==> src/rtl/i2cseq_pkg.sv <==
package i2cseq_pkg;

   typedef enum logic [1:0] {
      XF_WRITE = 2'd0,
      XF_READ  = 2'd1,
      XF_POLL  = 2'd2
   } xfer_e;

   typedef enum logic [1:0] {
      BUS_START = 2'd0,
      BUS_STOP  = 2'd1,
      BUS_WR    = 2'd2,
      BUS_RD    = 2'd3
   } bus_op_e;

   typedef enum logic [3:0] {
      S_IDLE, S_START, S_ADDR, S_RWAIT, S_REG, S_MIDSTOP,
      S_WDATA, S_RDATA, S_PSTOP, S_PWAIT, S_STOP
   } seq_state_e;

   localparam logic [2:0] RES_OK      = 3'd0;
   localparam logic [2:0] RES_NOADDR  = 3'd1;
   localparam logic [2:0] RES_REGNAK  = 3'd3;
   localparam logic [2:0] RES_DATANAK = 3'd4;

endpackage

==> src/rtl/i2cseq_cnt.sv <==
module i2cseq_cnt #(
   parameter int W = 8
) (
   input  logic         clk,
   input  logic         rst_n,
   input  logic         load,
   input  logic [W-1:0] load_val,
   input  logic         dec,
   output logic         is_zero,
   output logic         is_one
);
   logic [W-1:0] cnt_q;

   always_ff @(posedge clk or negedge rst_n) begin
      if (!rst_n)                  cnt_q <= '0;
      else if (load)               cnt_q <= load_val;
      else if (dec && !is_zero)    cnt_q <= cnt_q - 1'b1;
   end

   assign is_zero = (cnt_q == '0);
   assign is_one  = (cnt_q == W'(1));
endmodule

==> src/rtl/i2cseq_wait.sv <==
module i2cseq_wait #(
   parameter int W = 10
) (
   input  logic         clk,
   input  logic         rst_n,
   input  logic         load,
   input  logic [W-1:0] load_val,
   output logic         expired
);
   logic [W-1:0] left_q;

   always_ff @(posedge clk or negedge rst_n) begin
      if (!rst_n)                 left_q <= '0;
      else if (load)              left_q <= load_val;
      else if (left_q != '0)      left_q <= left_q - 1'b1;
   end

   assign expired = (left_q == '0);
endmodule

==> src/rtl/i2c_xfer_seq.sv <==
module i2c_xfer_seq
   import i2cseq_pkg::*;
#(
   parameter int CNT_W      = 8,
   parameter int CLK_PER_US = 100,
   parameter int RETRY_US   = 600,
   parameter int POLL_US    = 50,
   parameter int MAX_TRIES  = 10
) (
   input  logic             clk,
   input  logic             rst_n,
   input  logic             req,
   input  logic [1:0]       xfer_kind,
   input  logic [6:0]       dev_addr,
   input  logic [7:0]       reg_idx,
   input  logic [CNT_W-1:0] byte_cnt,
   input  logic [7:0]       wr_data,
   output logic             wr_take,
   output logic [7:0]       rd_data,
   output logic             rd_valid,
   output logic             done,
   output logic [2:0]       status,
   output logic             cmd_go,
   output logic [1:0]       cmd_op,
   output logic [7:0]       cmd_byte,
   output logic             cmd_ack,
   input  logic             eng_done,
   input  logic             eng_nack,
   input  logic [7:0]       eng_rdata
);
   localparam int RETRY_TICKS = RETRY_US * CLK_PER_US;
   localparam int POLL_TICKS  = POLL_US * CLK_PER_US;
   localparam int TMR_MAX     = (RETRY_TICKS > POLL_TICKS) ? RETRY_TICKS : POLL_TICKS;
   localparam int TMR_W       = $clog2(TMR_MAX + 1);
   localparam int TRY_W       = $clog2(MAX_TRIES + 1);

   generate
      if (MAX_TRIES < 1) begin : g_bad_tries
         $error("MAX_TRIES must be at least 1");
      end
      if (CNT_W < 1) begin : g_bad_cnt
         $error("CNT_W must be at least 1");
      end
      if (TMR_MAX < 1) begin : g_bad_tmr
         $error("pause lengths must be nonzero");
      end
   endgenerate

   seq_state_e state_q, state_d;
   xfer_e      kind_q;
   logic [6:0] addr_q;
   logic [7:0] reg_q;
   logic       pend_q;
   logic       addr_rd_q, addr_rd_d;
   logic [2:0] status_q, status_d;
   logic       done_q, rdv_q;
   logic [7:0] rdat_q;

   logic             issue, fin;
   logic             byte_load, byte_dec, bytes_zero, bytes_one;
   logic             try_load, try_dec, tries_zero, tries_one;
   logic             tmr_load, tmr_exp;
   logic [TMR_W-1:0] tmr_val;
   logic             rd_push;

   i2cseq_cnt #(.W(CNT_W)) u_bytes (
      .clk(clk), .rst_n(rst_n), .load(byte_load), .load_val(byte_cnt),
      .dec(byte_dec), .is_zero(bytes_zero), .is_one(bytes_one)
   );

   i2cseq_cnt #(.W(TRY_W)) u_tries (
      .clk(clk), .rst_n(rst_n), .load(try_load), .load_val(TRY_W'(MAX_TRIES)),
      .dec(try_dec), .is_zero(tries_zero), .is_one(tries_one)
   );

   i2cseq_wait #(.W(TMR_W)) u_pause (
      .clk(clk), .rst_n(rst_n), .load(tmr_load), .load_val(tmr_val),
      .expired(tmr_exp)
   );

   // Command presentation
   always_comb begin
      issue = 1'b0;
      cmd_op = BUS_STOP;
      cmd_byte = 8'h00;
      case (state_q)
         S_START:   begin issue = 1'b1; cmd_op = BUS_START; end
         S_ADDR:    begin issue = 1'b1; cmd_op = BUS_WR; cmd_byte = {addr_q, addr_rd_q}; end
         S_REG:     begin issue = 1'b1; cmd_op = BUS_WR; cmd_byte = reg_q; end
         S_WDATA:   begin issue = 1'b1; cmd_op = BUS_WR; cmd_byte = wr_data; end
         S_RDATA:   begin issue = 1'b1; cmd_op = BUS_RD; end
         S_MIDSTOP,
         S_PSTOP,
         S_STOP:    begin issue = 1'b1; cmd_op = BUS_STOP; end
         default:   ;
      endcase
   end

   assign cmd_go  = issue && !pend_q;
   assign cmd_ack = (state_q == S_RDATA) && bytes_one;
   assign wr_take = cmd_go && (state_q == S_WDATA);
   assign fin     = pend_q && eng_done;

   // Sequencing
   always_comb begin
      state_d   = state_q;
      status_d  = status_q;
      addr_rd_d = addr_rd_q;
      byte_load = 1'b0;
      byte_dec  = 1'b0;
      try_load  = 1'b0;
      try_dec   = 1'b0;
      tmr_load  = 1'b0;
      tmr_val   = '0;
      rd_push   = 1'b0;
      case (state_q)
         S_IDLE: if (req) begin
            state_d   = S_START;
            status_d  = RES_OK;
            addr_rd_d = 1'b0;
            byte_load = 1'b1;
            try_load  = 1'b1;
         end
         S_START: if (fin) state_d = S_ADDR;
         S_ADDR: if (fin) begin
            if (!eng_nack) begin
               if (kind_q == XF_POLL)  state_d = S_STOP;
               else if (addr_rd_q)     state_d = bytes_zero ? S_STOP : S_RDATA;
               else                    state_d = S_REG;
            end else if (kind_q == XF_POLL) begin
               state_d = S_PSTOP;
            end else if (tries_one || tries_zero) begin
               status_d = RES_NOADDR;
               state_d  = S_STOP;
            end else begin
               try_dec  = 1'b1;
               tmr_load = 1'b1;
               tmr_val  = TMR_W'(RETRY_TICKS);
               state_d  = S_RWAIT;
            end
         end
         S_RWAIT: if (tmr_exp) state_d = S_START;
         S_REG: if (fin) begin
            if (eng_nack) begin
               status_d = (kind_q == XF_READ) ? RES_NOADDR : RES_REGNAK;
               state_d  = S_STOP;
            end else if (kind_q == XF_READ) begin
               state_d = S_MIDSTOP;
            end else begin
               state_d = bytes_zero ? S_STOP : S_WDATA;
            end
         end
         S_MIDSTOP: if (fin) begin
            addr_rd_d = 1'b1;
            try_load  = 1'b1;
            state_d   = S_START;
         end
         S_WDATA: if (fin) begin
            if (eng_nack) begin
               status_d = RES_DATANAK;
               state_d  = S_STOP;
            end else begin
               byte_dec = 1'b1;
               if (bytes_one) state_d = S_STOP;
            end
         end
         S_RDATA: if (fin) begin
            rd_push  = 1'b1;
            byte_dec = 1'b1;
            if (bytes_one) state_d = S_STOP;
         end
         S_PSTOP: if (fin) begin
            tmr_load = 1'b1;
            tmr_val  = TMR_W'(POLL_TICKS);
            state_d  = S_PWAIT;
         end
         S_PWAIT: if (tmr_exp) state_d = S_START;
         S_STOP: if (fin) state_d = S_IDLE;
         default: state_d = S_IDLE;
      endcase
   end

   always_ff @(posedge clk or negedge rst_n) begin
      if (!rst_n) begin
         state_q   <= S_IDLE;
         kind_q    <= XF_WRITE;
         addr_q    <= '0;
         reg_q     <= '0;
         pend_q    <= 1'b0;
         addr_rd_q <= 1'b0;
         status_q  <= RES_OK;
         done_q    <= 1'b0;
         rdv_q     <= 1'b0;
         rdat_q    <= '0;
      end else begin
         state_q   <= state_d;
         addr_rd_q <= addr_rd_d;
         status_q  <= status_d;
         if (cmd_go)   pend_q <= 1'b1;
         else if (fin) pend_q <= 1'b0;
         if (state_q == S_IDLE && req) begin
            kind_q <= xfer_e'(xfer_kind);
            addr_q <= dev_addr;
            reg_q  <= reg_idx;
         end
         done_q <= (state_q == S_STOP) && fin;
         rdv_q  <= rd_push;
         if (rd_push) rdat_q <= eng_rdata;
      end
   end

   assign done     = done_q;
   assign status   = status_q;
   assign rd_valid = rdv_q;
   assign rd_data  = rdat_q;
endmodule

==> config.mk <==
export PLATFORM = sky130hd
export DESIGN_NAME = i2c_xfer_seq
export DESIGN_NICKNAME = d
export VERILOG_FILES = /design/src/rtl/i2cseq_pkg.sv /design/src/rtl/i2cseq_cnt.sv /design/src/rtl/i2cseq_wait.sv /design/src/rtl/i2c_xfer_seq.sv
export SDC_FILE = /design/constraint.sdc
export NUM_CORES = 1
export LEC_CHECK = 0
export ABC_AREA = 1
export CAP_MARGIN = 10
export CORE_AREA = 5 5 84 106
export CTS_CLUSTER_SIZE = 28
export DETAILED_ROUTE_END_ITERATION = 8
export DIE_AREA = 0 0 89 111
export DONT_BUFFER_PORTS = 1
export GPL_TIMING_DRIVEN = 1
export PLACE_DENSITY = 0.72
export SYNTH_ARGS = -nofsm -noshare
export SYNTH_HDL_FRONTEND = slang
export SYNTH_SLANG_ARGS = --single-unit
==> constraint.sdc <==
create_clock -name clk -period 3 [get_ports clk]
set_input_delay 0.6 -clock clk [delete_from_list [all_inputs] [get_ports clk]]
set_output_delay 0.6 -clock clk [all_outputs]
set_load 0.01 [all_outputs]
==> results of run 1 <==
-- critical path, stage by stage, from the launching register on --
cell and delay (ps):
dfrtp_1 470, inv_1 180, nor2_1 80, nand2_1 150, nand2_1 90, inv_1 90
nand2_1 140, o21ai_0 400
-- placed cells by master, fill, tap and decap left out, types with 2 or more instances in the layout --
cell type / netlist / routed
nor3_1: 9 / 9
nor2_4: 4 / 4
clkbuf_8: 0 / 10
inv_1: 49 / 49
nor2_1: 53 / 53
clkinvlp_4: 0 / 3
xnor2_1: 3 / 3
ha_1: 8 / 8
nand2_1: 197 / 197
nor2_2: 4 / 4
buf_4: 3 / 3
xor2_1: 8 / 8
o21ai_1: 17 / 17
nand3_2: 2 / 2
nand2_2: 6 / 6
nand3b_1: 3 / 3
nor3_2: 2 / 2
clkinv_4: 0 / 2
o21ai_2: 3 / 3
nand3_1: 39 / 39
inv_2: 9 / 9
o21ai_0: 17 / 17
dfrtp_1: 64 / 64
a21oi_1: 13 / 13
-- layer usage --
metal  GRT usage (%)  wire length, microns
met1            21.8                  3560
met2            31.7                  4490
met3            6.69                   586
met4            7.15                   236
met5               0                     0
-- metrics by stage --
stage | utilization [%] | cells | worst slack [ps] | hold slack, ps | area [sq um]
after floorplan | - | 531 | 1120 | 304 | 3800
after global placement | 50.2 | 619 | 954 | 308 | 3870
after detailed placement | 50.2 | 619 | 869 | 307 | 3870
after CTS | 53.0 | 636 | 466 | 129 | 4080
after global routing | 53.0 | 637 | 274 | 135 | 4080
final | 53.0 | 637 | 470 | 137 | 4080
-- power breakdown --
| part | internal, mW | switching [mW] |
|---|---|---|
| sequential | 1.20 | 0.276 |
| clock | 0.323 | 0.344 |
| combinational | 0.560 | 1.09 |
-- sequential cells by signal, indices dropped and copies added (netlist names) --
signal and cells:
addr_q 7, addr_rd_q 1, done 1, kind_q 2
pend_q 1, rd_data 8, rd_valid 1, reg_q 8
state_q 4, status 3, u_bytes.cnt_q 8, u_pause.left_q 16
u_tries.cnt_q 4
-- area by class of cell --
cell class              count  area [sq um]  share of cell area (%)
diodes                      1          2.50                  0.0613
clock buffers              10           138                    3.37
clock inverters             6          45.0                    1.10
inverters                  59           221                    5.42
multi-input cells         398          1910                    46.7
flip-flops and latches     64          1600                    39.2
well taps                  95           119                    2.91
repair buffers              4          50.0                    1.23
-- timing repair --
item / 4_1_cts / 5_1_grt
hold buffers: 1 / 0
resized for setup: 0 / 0
endpoints found under the hold margin: 64 / 0
-- path summary, 6_finish.rpt --
kind | start | end | slack [ps]
hold reg to reg | u_pause.left_q[0] | u_pause.left_q[0] | 480
max in group asynchronous | rst_n | reg_q[7] | 2600
setup reg to reg | state_q[2] | u_bytes.cnt_q[1] | 1060
min in group clk | eng_done | pend_q | 350
hold / removal | rst_n | status[2] | 140
setup / recovery | state_q[1] | cmd_op[0] | 470
-- kinds of logic (layout without fill, tap and decap cells) --
group	after synthesis	count (layout)	share of synthesized area, %
xor+xnor	11	11	2.54
buf+inv	69	79	7.64
other cells	0	1	0
simple gates	322	322	36.4
fa+ha+maj	8	8	2.64
compound gates	57	57	8.60
flops	64	64	42.2
==> impl_metrics.toml, run 1 <==
[global_route]
antenna_found_initial = 1
grt_pass1_wl_microns = 14900
grt_pass1_vias = 3280
gr-total-overflow = 0
grt_use_total_pct = 19.0
grt_max_degree = 65

[clock_network]
root_buffer = "clkbuf_8"
numClockSinks = 64
post-cts-setup-buffers = 0
h-tree-depth = 3
cts_made_buffers = 9
clock_latency_ps = 340
cts.reportedPaths.clkPinSlew_ps = 80
cts_buffer_depth = 2
cts_tree = "built"

[sta]
rsz0062_at_grt = "false"
finClkSkew_ps = 9.79
worst_pin_slew_ps = 475
hold_viol = 0
slew_viol_final = 0
period_needed_ps = 2530
fmax_ghz = 0.395
fin_crit_sh_pct = 84.3
tns_ps = 0
setup_viol = 0
maxSlewHeadroom_pct = 68.2

[pwr]
p_total_mw = 3.80
power-per-cell-area_nw_per_um2 = 931
p_leak_nw = 2.08
peakVddDrop_mv = 0.554

[detailed_routing]
routedWlPerCell_microns = 13.9
dr_total_vias = 3357
first_pass_iters = 6
wirelength_microns = 8870
vias_per_cell = 5.27
drc = 0
drt-initial-drc-count = 161
ant_nets = 0

[synth]
synth.largest_area_cell = "dfrtp_1"
synth_most_common_cell = "nand2_1"
synth_cell_types = 35
synth_edf_count = 0
yosys_warnings = 0
ys_seq_elements = 64
seq_area_frac_synth_pct = 42.2
synth_fp_nets = 585
synth_cells = 531
synthFlopType = "dfrtp_1"
avgSynthCellArea_sq_um = 7.15
synth_top_area_share_pct = 42.2
synth_common_cells = "197 x nand2_1, 64 x dfrtp_1, 53 x nor2_1"
synthTopCellsByArea = "dfrtp_1 42%, nand2_1 19%, nor2_1 5.2%"
async_flop_share_pct = 100
synth_area_sq_um = 3800

[setup_path]
ff2ff_path_depth = 7
crit_fanout = 6
path_class = "flop to primary output"
crit_required_ps = 2400
cp-end-kind = "primary output"
arrival_ps = 1930
setup.worst_path.start_class = "flop"

[finish]
area_delta_synth_final_pct = 7.51
drive_gt1_share_pct = 9.80
finalNetCount = 590
fill_cells = 753

[place]
io_buffers = 0
gp_congestion = 0.878
place_hpwl_microns = 6480

[run_status]
status = "complete, no violations"

[worst_hold_path]
hp-class = "input port to async pin"

[floorplan]
rows = 36
fp.coreArea_sq_um = 7700
fp.dieW_microns = 89
start_util_pct = 49.3
fp.dieH_microns = 111
ios = 72
fp.dieArea_sq_um = 9880

[job]
cap_violations = 0
Note: power is estimated with default switching activity, not from simulation.
==> run 2, diff against run 1 <==
--- a/config.mk
+++ b/config.mk
@@ -5,15 +5,15 @@
 export SDC_FILE = /design/constraint.sdc
 export NUM_CORES = 1
 export LEC_CHECK = 0
-export ABC_AREA = 1
+export ABC_AREA = 0
 export CAP_MARGIN = 10
-export CORE_AREA = 5 5 84 106
+export CORE_AREA = 5 5 82 103
 export CTS_CLUSTER_SIZE = 28
 export DETAILED_ROUTE_END_ITERATION = 8
-export DIE_AREA = 0 0 89 111
+export DIE_AREA = 0 0 87 108
 export DONT_BUFFER_PORTS = 1
 export GPL_TIMING_DRIVEN = 1
-export PLACE_DENSITY = 0.72
+export PLACE_DENSITY = 0.74
 export SYNTH_ARGS = -nofsm -noshare
 export SYNTH_HDL_FRONTEND = slang
 export SYNTH_SLANG_ARGS = --single-unit
==> constraint.sdc (replaced) <==
create_clock -name clk -period 2 [get_ports clk]
set_input_delay 0.4 -clock clk [delete_from_list [all_inputs] [get_ports clk]]
set_output_delay 0.4 -clock clk [all_outputs]
set_load 0.01 [all_outputs]
==> impl_metrics.toml, run 2 <==
[run_status]
status = "finished, violations left"
violations = "setup timing"

[sta]
fmax_ghz = 0.496
setup_viol = 8
hold_viol = 0
period_needed_ps = 2020
fin_crit_sh_pct = 101
maxSlewHeadroom_pct = 72.9
rsz0062_at_grt = "true"
worst_pin_slew_ps = 403
slew_viol_final = 0
setup_ws_ps = -16.5
finClkSkew_ps = 9.70

[clock_network]
cts.reportedPaths.clkPinSlew_ps = 80
root_buffer = "clkbuf_8"
cts_buffer_depth = 2
clock_latency_ps = 350
cts_tree = "built"
h-tree-depth = 3
numClockSinks = 64
cts_made_buffers = 9

[pwr]
internal-power_mw = 4.17
p_leak_nw = 1.91
seqPwrFrac_pct = 36.7
p_switching_mw = 2.67
power-per-cell-area_nw_per_um2 = 1580
p_sw_share_pct = 39.0
clock_power_share_pct = 18.0
p_total_mw = 6.84
p_comb_share_pct = 45.3
peakVddDrop_mv = 0.785

[detailed_routing]
drc = 0
dr_total_vias = 2860
drt-initial-drc-count = 203
wirelength_microns = 8540
routedWlPerCell_microns = 17.5
vias_per_cell = 5.85
ant_nets = 0
first_pass_iters = 5

[global_route]
grt_pass1_vias = 2924
grt_use_total_pct = 18.9
antenna_found_initial = 0
gr-total-overflow = 0
grt_max_degree = 65
grt_pass1_wl_microns = 13900

[synth]
synth_most_common_cell = "dfrtp_1"
synth_common_cells = "64 x dfrtp_1, 33 x nor2_1, 24 x mux2_1"
synth_cells = 349
synthFlopType = "dfrtp_1"
synth_edf_count = 0
async_flop_share_pct = 100
synth_top_area_share_pct = 45.1
synth_fp_nets = 403
synth_cell_types = 53
synth_area_sq_um = 3550
avgSynthCellArea_sq_um = 10.2
ys_seq_elements = 64
yosys_warnings = 0
synthTopCellsByArea = "dfrtp_1 45%, mux2_1 7.6%, xor2_1 4.2%"
seq_area_frac_synth_pct = 45.1
synth.largest_area_cell = "dfrtp_1"

[finish]
area_delta_synth_final_pct = 22.3
final_common_cell = "dfrtp_1"
final_area_sq_um = 4340
antenna_cells = 0
layout_common_cells = "61 x dfrtp_1, 35 x buf_4, 30 x nor2_1"
largest_register_ffs = 16
drive_gt1_share_pct = 23.9
regMostFlops = "u_pause.left_q"
finish.utilization_pct = 59.3
finalNetCount = 446
stdcell_count = 489

[worst_hold_path]
hp-class = "input port to flop"

[setup_path]
slowest_stage = "dfrtp_2"
critical-path-max-stage-delay_ps = 440
crit_fanout = 10
critPathTopFamily = "buffers and inverters"
cp-end-kind = "primary output"
crit_top_cell = "buf_6"
arrival_ps = 1620
path_class = "flop to primary output"
crit_required_ps = 1600
cp_num_buf_inv = 3
setup.worst_path.start_class = "flop"
path_cells = "buf_6 -> nor4b_4 -> buf_6 -> a222oi_1 -> inv_1"

[place]
placed_area_sq_um = 3840
io_buffers = 0
place_ws_ps = 66.3
place_hpwl_microns = 5930
dp.cells = 456
gp_congestion = 0.923

[job]
cap_violations = 0

[floorplan]
fp.coreArea_sq_um = 7310
fp.dieW_microns = 87
rows = 35
fp.dieArea_sq_um = 9400
fp.dieH_microns = 108
start_util_pct = 48.5
ios = 72
-- run 2: cell types whose count changed after synthesis, moves of 9 or more --
cell,before,now
nor2_1,53,33
mux2_1,0,24
nand2_1,197,23
xor2_1,8,17
inv_2,9,0
inv_1,49,19
nand3_1,39,8
o21ai_0,17,3
-- run 2: worst paths after layout --
| check | slack [ps] | end | cells after the start | startpoint |
|---|---|---|---|---|
| worst max register to register | 50 | state_q[3] | 7 | u_tries.cnt_q[0] |
| min in group asynchronous | 600 | state_q[1] | 2 | rst_n |
| worst min-delay path | 170 | reg_q[5] | 1 | reg_idx[5] |
| max in group asynchronous | 1130 | state_q[3] | 2 | rst_n |
| worst max-delay path | -20 | cmd_byte[0] | 5 | state_q[3] |
| worst min register to register | 500 | reg_q[4] | 1 | reg_q[4] |
-- run 2: what timing repair did --
| item | 4_1_cts | 5_1_grt |
|---|---|---|
| setup endpoints to repair | 11 | 13 |
| gates cloned | 0 | 0 |
| hold buffers | 2 | 0 |
| buffers inserted | 10 | 7 |
| gates resized for setup | 20 | 7 |
| endpoints found under the hold margin | 64 | 0 |
| pin swaps | 6 | 5 |
-- run 2: kinds of logic after synthesis --
family,synth area share [%]
xor gates and xnor gates,6.42
DFF,45.1
muxes,10.6
buffers and inverters,3.88
AOI/OAI and AO/OA,10.5
and+or+nand+nor,20.6
adders and majority gates,2.82
-- run 2: per-layer routing --
metal | up-vias | global-route usage (%) | share of wire [%]
met1 | 1390 | 22.1 | 40
met5 | - | 0 | 0
met3 | 18 | 4.65 | 6.8
met2 | 117 | 31.9 | 51
met4 | 0 | 9.80 | 2.5
li1 | 1335 | - | -
-- run 2: layout make-up --
type / count / area [sq um]
Clock buffer: 9 / 124
Clock inverter: 7 / 96.3
Fill cell: 594 / 2970
Inverter: 19 / 71.3
Multi-Input combinational cell: 252 / 1890
Sequential cell: 64 / 1610
Tap cell: 92 / 115
Timing Repair Buffer: 46 / 437
-- run 2: power groups by stage --
stage / registers [mW] / clock network (mW) / logic [mW]
finish: 2.51 / 1.23 / 3.10
global placement: 2.48 / 0 / 2.52
floorplan: 2.33 / 0 / 1.99
global route: 2.58 / 1.31 / 3.41
CTS: 2.50 / 1.24 / 2.91
detailed placement: 2.52 / 0 / 2.59
-- run 2: per-stage QoR --
| step | hold WS [ps] | setup TNS (ps) |
|---|---|---|
| after floorplan | 104 | 0 |
| after global placement | 106 | 0 |
| after detailed placement | 106 | 0 |
| after CTS | 167 | -8.27 |
| after global routing | 163 | -789 |
| final | 169 | -54.4 |
==> run 3, diff against run 2 <==
--- a/config.mk
+++ b/config.mk
@@ -5,12 +5,12 @@
 export SDC_FILE = /design/constraint.sdc
 export NUM_CORES = 1
 export LEC_CHECK = 0
-export ABC_AREA = 0
+export ABC_AREA = 1
 export CAP_MARGIN = 10
-export CORE_AREA = 5 5 82 103
+export CORE_AREA = 5 5 84 106
 export CTS_CLUSTER_SIZE = 28
 export DETAILED_ROUTE_END_ITERATION = 8
-export DIE_AREA = 0 0 87 108
+export DIE_AREA = 0 0 89 111
 export DONT_BUFFER_PORTS = 1
 export GPL_TIMING_DRIVEN = 1
 export PLACE_DENSITY = 0.74
==> impl_metrics.toml, run 3 (synthesized netlist as in run 1, its figures left out) <==
[run_status]
status = "finished, violations left"
violations = "setup timing"

[detailed_routing]
first_pass_iters = 5
ant_nets = 0
dr_total_vias = 3544
drt-initial-drc-count = 225
routedWlPerCell_microns = 15.2
vias_per_cell = 5.43
drc = 0
wirelength_microns = 9940

[global_route]
grt_max_degree = 65
antenna_found_initial = 0
gr-total-overflow = 0
grt_pass1_wl_microns = 15800
grt_pass1_vias = 3540
grt_use_total_pct = 20.2

[finish]
area_delta_synth_final_pct = 16.2
finalNetCount = 607
regMostFlops = "u_pause.left_q"
layout_common_cells = "191 x nand2_1, 60 x dfrtp_1, 46 x inv_1, 46 x nor2_1, 37 x nand3_1"
fill_cells = 677
drive_gt1_share_pct = 17.0
largest_register_ffs = 16
antenna_cells = 0
final_common_cell = "nand2_1"

[sta]
rsz0062_at_grt = "true"
worst_pin_slew_ps = 480
maxSlewHeadroom_pct = 67.9
period_needed_ps = 2020
hold_viol = 0
setup_ws_ps = -20.8
finClkSkew_ps = 9.54
setup_viol = 2
tns_ps = -26.9
fin_crit_sh_pct = 101
fmax_ghz = 0.495
slew_viol_final = 0

[floorplan]
start_util_pct = 49.3
ios = 72
fp.dieH_microns = 111
rows = 36
fp.coreArea_sq_um = 7700
fp.dieArea_sq_um = 9880
fp.dieW_microns = 89

[clock_network]
cts_buffer_depth = 2
root_buffer = "clkbuf_8"
cts_tree = "built"
cts.reportedPaths.clkPinSlew_ps = 80
cts_made_buffers = 9
h-tree-depth = 3
clock_latency_ps = 340
numClockSinks = 64

[setup_path]
setup.worst_path.start_class = "flop"
cp-end-kind = "primary output"
crit_required_ps = 1600
crit_fanout = 5
path_class = "flop to primary output"
arrival_ps = 1620

[pwr]
p_sw_share_pct = 43.2
peakVddDrop_mv = 0.818
p_comb_share_pct = 44.9
internal-power_mw = 3.74
p_total_mw = 6.58
clock_power_share_pct = 21.2
power-per-cell-area_nw_per_um2 = 1490
p_switching_mw = 2.85
seqPwrFrac_pct = 33.9
p_leak_nw = 2.23

[job]
cap_violations = 0

[place]
place_hpwl_microns = 6720
io_buffers = 0
place_ws_ps = 107
gp_congestion = 0.912

[worst_hold_path]
hp-class = "input port to flop"
==> run 3: changes by cell type in the layout (fill, tap and decap cells not counted), sizes merged, moves of 9 or more <==
cell   previous run  this run
xor2             17         8
o21ai            13        38
nand2            24       203
nand3             8        41
inv              19        60
buf              45        20
nor4              9         0
nor2             34        61
mux2             30         0
==> run 3: worst paths after layout <==
| kind | start | to | slack (ps) | cells past startpoint |
|---|---|---|---|---|
| worst max register to register | state_q[0] | kind_q[0] | 150 | 6 |
| worst min-delay path | dev_addr[1] | addr_q[1] | 160 | 2 |
| worst min register to register | u_pause.left_q[0] | u_pause.left_q[0] | 470 | 2 |
| min in group asynchronous | rst_n | state_q[1] | 620 | 2 |
| max in group asynchronous | rst_n | state_q[2] | 1080 | 2 |
| worst max-delay path | state_q[2] | wr_take | -20 | 8 |
==> run 3: metrics by stage <==
| step | area [sq um] | hold WS (ps) | utilization (%) | instances |
|---|---|---|---|---|
| finish | 4410 | 161 | 57.3 | 653 |
| global route | 4410 | 142 | 57.3 | 653 |
| CTS | 4300 | 146 | 55.8 | 648 |
| detailed placement | 3890 | 107 | 50.5 | 622 |
| global placement | 3890 | 107 | 50.5 | 622 |
| floorplan | 3800 | 104 | - | 531 |
==> run 3: cell type report <==
type / count / area, sq um / area share [%]
flip-flops and latches: 64 / 1610 / 36.4
clock buffers: 9 / 124 / 2.81
repair buffers: 21 / 188 / 4.25
clock inverters: 7 / 128 / 2.89
inverters: 59 / 226 / 5.13
multi-input cells: 398 / 2020 / 45.8
well taps: 95 / 119 / 2.69
==> run 3: critical path, stage by stage, from the launching register on <==
cell	delay, ps
dfrtp_2	470
inv_2	80
nor2_4	180
nand2_4	100
nand2_4	100
inv_4	50
o2111ai_4	60
nand2_2	110
nor2_4	120
==> run 3: per-layer routing <==
layer | track usage (%) | share of wire, % | wire (microns) | vias up
met4 | 8.64 | 4.2 | 414 | 0
met3 | 6.54 | 6.7 | 668 | 41
met5 | 0 | 0 | 0 | -
li1 | - | - | - | 1711
met2 | 33.3 | 50 | 4970 | 152
met1 | 23.5 | 39 | 3890 | 1640
==> run 3: power by group through the flow <==
| stage | Combinational [mW] | Sequential (mW) | Clock [mW] |
|---|---|---|---|
| after global routing | 3.34 | 2.29 | 1.48 |
| after floorplan | 2.07 | 2.12 | 0 |
| after CTS | 2.71 | 2.22 | 1.43 |
| after global placement | 2.41 | 2.22 | 0 |
| after detailed placement | 2.49 | 2.24 | 0 |
| final | 2.95 | 2.23 | 1.40 |
==> run 3: repair_timing <==
action,CTS,global route
buffers inserted,8,5
hold buffers,2,0
pin swaps,5,5
endpoints found under the hold margin,64,0
gates resized for setup,22,19
endpoints found under the setup margin,12,27
